--- src/rtl/bypass_ctl.sv ---
module bypass_ctl #(
  parameter int REG_W = 5
) (
  input  logic [REG_W-1:0] dec_src_a,
  input  logic [REG_W-1:0] dec_src_b,
  input  logic [REG_W-1:0] ex_src_a,
  input  logic [REG_W-1:0] ex_src_b,
  input  logic             ex_load,
  input  logic             mem_wr_en,
  input  logic [REG_W-1:0] mem_dst,
  input  logic             wb_wr_en,
  input  logic [REG_W-1:0] wb_dst,
  output logic [1:0]       sel_a,
  output logic [1:0]       sel_b,
  output logic             pc_we,
  output logic             dec_we,
  output logic             ex_kill
);

  localparam logic [REG_W-1:0] ZERO_REG = '0;
  localparam logic [1:0] SEL_RF  = 2'b00;
  localparam logic [1:0] SEL_WB  = 2'b01;
  localparam logic [1:0] SEL_MEM = 2'b10;

  logic mem_live, wb_live;
  logic mem_hit_a, mem_hit_b, wb_hit_a, wb_hit_b;
  logic load_use;

  assign mem_live = mem_wr_en && (mem_dst != ZERO_REG);
  assign wb_live  = wb_wr_en  && (wb_dst  != ZERO_REG);

  assign mem_hit_a = mem_live && (mem_dst == ex_src_a);
  assign mem_hit_b = mem_live && (mem_dst == ex_src_b);
  assign wb_hit_a  = wb_live  && (wb_dst  == ex_src_a);
  assign wb_hit_b  = wb_live  && (wb_dst  == ex_src_b);

  assign sel_a = mem_hit_a ? SEL_MEM : (wb_hit_a ? SEL_WB : SEL_RF);
  assign sel_b = mem_hit_b ? SEL_MEM : (wb_hit_b ? SEL_WB : SEL_RF);

  assign load_use = ex_load && ((ex_src_b == dec_src_a) || (ex_src_b == dec_src_b));

  assign pc_we   = !load_use;
  assign dec_we  = !load_use;
  assign ex_kill = load_use;

endmodule

--- config.mk ---
export PLATFORM = sky130hd
export DESIGN_NAME = bypass_ctl
export DESIGN_NICKNAME = d
export VERILOG_FILES = /design/src/rtl/bypass_ctl.sv
export SDC_FILE = /design/constraint.sdc
export NUM_CORES = 1
export LEC_CHECK = 0
export BUFFER_PORTS_ARGS = -buffer_cell sky130_fd_sc_hd__buf_4
export CORE_AREA = 8 8 45 47
export DETAILED_ROUTE_END_ITERATION = 7
export DIE_AREA = 0 0 53 55
export GPL_TIMING_DRIVEN = 1
export PLACE_DENSITY = 0.71
export REMOVE_ABC_BUFFERS = 1
export SYNTH_ARGS = -nofsm -noshare
export SYNTH_HDL_FRONTEND = slang
export SYNTH_SLANG_ARGS = --single-unit
--- constraint.sdc ---
create_clock -name vclk -period 1.5
set_clock_uncertainty 0.2 [all_clocks]
set_input_delay 0.075 -clock vclk [all_inputs]
set_output_delay 0.075 -clock vclk [all_outputs]
set_load 0.03 [all_outputs]
# Word-level counts from Yosys, hierarchy flattened
# Cells that the tools add are included.
dict set report totals {
  elab_cells 21
  out_inout_bits 7
  reg_bits 0
}
dict set report classes {
  reduce_logical 11
  eq_ne 6
  n_mux 4
}
# op count
set ops {}
lappend ops {{equality test 5 bit} 6}
lappend ops {{nonzero test 5 bit} 2}
lappend ops {{logical AND 1 bit} 7}
lappend ops {{2-to-1 mux 2 bit} 2}
lappend ops {{2-to-1 mux 1 bit} 2}
lappend ops {{logical NOT 1 bit} 1}
lappend ops {{logical OR 1 bit} 1}

# Depth between registers and ports, before layout
dict set report depth {
  depth_word 5
  mapped_depth 6
  depth_no_buf 4
}

# Worst setup path after synthesis
# Ideal clock, no wire load.
dict set report synth_path {
  kind {input-to-output}
  startpoint {input port mem_dst[1]}
  endpoint {output port sel_b[0]}
  slack_ns -0.267
  path_stages 4
  path_buffers 0
  arrival_ns 1.492
  required_time_ns 1.225
  cell_sequence {or4_1 -> o21ai_2 -> nor4_1 -> nor4_2}
}
dict set report synth_via {
  elab_chain_cells 4
  word_cells_on_any_way 5
}
# element line
set synth_lines {}
lappend synth_lines {{start, declared} 10} ;# input logic [REG_W-1:0] mem_dst,
lappend synth_lines {{nonzero test 5 bit} 29} ;# assign mem_live = mem_wr_en && (mem_dst != ZERO_REG);
lappend synth_lines {{logical AND 1 bit} 29}
lappend synth_lines {{logical AND 1 bit (*)} 33} ;# assign mem_hit_b = mem_live && (mem_dst == ex_src_b);
lappend synth_lines {{via mem_hit_b} 26} ;# logic mem_hit_a, mem_hit_b, wb_hit_a, wb_hit_b;
lappend synth_lines {{2-to-1 mux 2 bit (*)} 38} ;# assign sel_b = mem_hit_b ? SEL_MEM : (wb_hit_b ? SEL_WB : SEL_RF);
lappend synth_lines {{end, declared} 14} ;# output logic [1:0] sel_b,
# The timed path passes the listed nets; every way through them passes the cells marked *.

# Worst setup path in the final report
dict set report layout_path {
  startpoint {input port mem_dst[1]}
  endpoint {output port sel_b[0]}
}
dict set report layout_via {
  elab_chain_cells 4
  word_cells_on_any_way 5
}
# element line
set layout_lines {}
lappend layout_lines {{nonzero test 5 bit} 29}
lappend layout_lines {{logical AND 1 bit} 29}
lappend layout_lines {{logical AND 1 bit (*)} 33}
lappend layout_lines {{2-to-1 mux 2 bit (*)} 38}
# Every way passes the cells marked *; elsewhere a longest branch is shown, timed or not.

==> flow_metrics.py <==
metrics = {
    "setup_path": {
        "required_ps": 1220,
        "crit_top_cell": "nor4_2",
        "start_kind": "input pin",
        "cp.depth": 6,
        "slowest_delay_ps": 550,
        "crit_path_end_kind": "output port",
        "crit_family": "simple AND/OR/NAND/NOR gates",
        "crit_chain": "buf_6 > or4_4 > o21ai_4 > nor4_2 > nor4_2 > buf_4",
        "crit_fanout": 2,
        "crit_arrival_ps": 1400,
        "critPathBufInv": 2,
        "crit_slowest_cell": "or4_4",
        "worst-setup-path-type": "input pin to output port",
    },
    "floorplan": {
        "rows": 14,
        "initial_core_util_pct": 30.4,
        "core_area_um2": 1380,
        "die_width_um": 53,
        "top_level_ports": 40,
        "fp.dieH_um": 55,
        "dieArea_um2": 2920,
    },
    "timing": {
        "fin_crit_ps": 1680,
        "fin_hold_ws_ps": 254,
        "fin_ws_ps": -178,
        "drv_slew": 0,
        "hold_violations": 0,
        "rsz0062_at_grt": "yes",
        "setup_viol": 4,
        "worst_pin_slew_ps": 312,
        "fmax_ghz": 0.596,
        "maxSlewHeadroom_pct": 79.0,
        "final.period_utilization_pct": 112,
        "setup_tns_ps": -445,
    },
    "hold_path": {
        "whs_path_depth": 3,
        "hold_class": "input pin to output port",
    },
    "routing": {
        "vias_per_cell": 4.64,
        "totalWireLength_um": 1640,
        "drt_pass1_iterations": 3,
        "vias": 529,
        "wl_per_cell_um": 14.4,
        "ant_nets": 0,
        "initialDrtViolationCount": 7,
        "post-route-drc-count": 0,
    },
    "power_and_ir_drop": {
        "p_total_mw": 0.234,
        "peakVddDrop_mv": 0.117,
        "p_leak_nw": 0.345,
        "power_density_nw_per_um2": 285,
    },
    "synthesis": {
        "ys.warnings.count": 0,
        "post-synth-top-count-cell": "xnor2_1",
        "yosysTopAreaCell": "xnor2_1",
        "ys_seq_area_share_pct": 0,
        "synth_top_area_share_pct": 50.0,
        "syn_inst": 55,
        "synthTopCellsByArea": "xnor2_1, xor2_1, nand4_1",
        "synth.distinct_cells": 14,
        "synth_common_cells": "xnor2_1, xor2_1, nand4_1",
        "avgSynthCellArea_um2": 7.64,
        "syn-cell-area_um2": 420,
    },
    "placement": {
        "routabilityCongestion": 0.769,
        "dp_hpwl_um": 1430,
        "dpl_worst_slack_ps": -209,
        "dp.cells": 113,
        "port_buffers": 40,
        "place_area_um2": 767,
    },
    "outcome": {
        "violations": "negative setup slack",
        "status": "finished, violations left",
    },
    "layout": {
        "fin_util_pct": 59.1,
        "clock_buffers": 0,
        "drive_above_1_share_pct": 56.1,
        "fill_cells": 154,
        "layout.area.seq_um2": 0,
        "antenna_cells": 0,
        "fin_cells": 114,
        "fin_nets": 133,
        "seq_cell_count": 0,
        "syn2layout_area_growth_pct": 94.6,
        "final_cell_area_um2": 818,
    },
    "clocking": {
        "cts_hold_buf": 0,
    },
    "grt": {
        "track_usage_pct": 10.4,
        "globalRouteOverflowTotal": 0,
        "grt_first_pass_wirelength_um": 2420,
        "antenna_found_initial": 0,
        "grt_start_max_net_pins": 5,
        "first_global_vias": 572,
    },
    "run": {
        "max_cap_viol_count": 0,
    },
}
-- metal layers --
layer	global-route usage (%)	up-vias	part of all wire, %
met5	0	-	0
met4	0	0	0
met3	1.07	0	4.0
met2	19.5	15	58
met1	13.0	244	38
li1	-	270	-
-- logic make-up (layout without fill, tap and decap cells) --
family	Yosys count	count (layout)	share of synthesized area, %
simple gates	17	17	25.9
xor+xnor	30	30	62.5
compound gates	2	2	3.57
buf+inv	6	49	8.04
-- cell usage in the layout, fill, tap and decap left out --
| master | n |
|---|---|
| buf_4 | 46 |
| xnor2_1 | 24 |
| xor2_1 | 6 |
| nand4_1 | 4 |
| nor4_2 | 3 |
| nand2_1 | 3 |
| buf_6 | 3 |
| nand3_1 | 2 |
| or4_4 | 1 |
| o21ai_4 | 1 |
| or4_1 | 1 |
| nor2_1 | 1 |
| nor4_4 | 1 |
| o22ai_1 | 1 |
| and2_1 | 1 |
-- final timing paths --
path	endpoint	start
worst max-delay path	sel_b[0]	mem_dst[1]
worst min-delay path	dec_we	ex_load
-- power by group --
part	switching, mW	leakage [nW]	internal [mW]
sequential	0	0	0
combinational	0.0984	0.345	0.135
clock	0	0	0
total	0.0984	0.345	0.135
-- layout make-up --
class	count	area (µm²)	share of cell area [%]
multi-input combinational	49	419	51.2
tap	16	20.0	2.45
timing repair buffer	49	379	46.3
-- timing repair --
action,CTS,global route
hold endpoints to repair,0,0
pin swaps,3,1
gates resized for setup,8,0
setup endpoints to repair,4,4
buffers inserted,1,1
(Power assumes the default switching activity.)
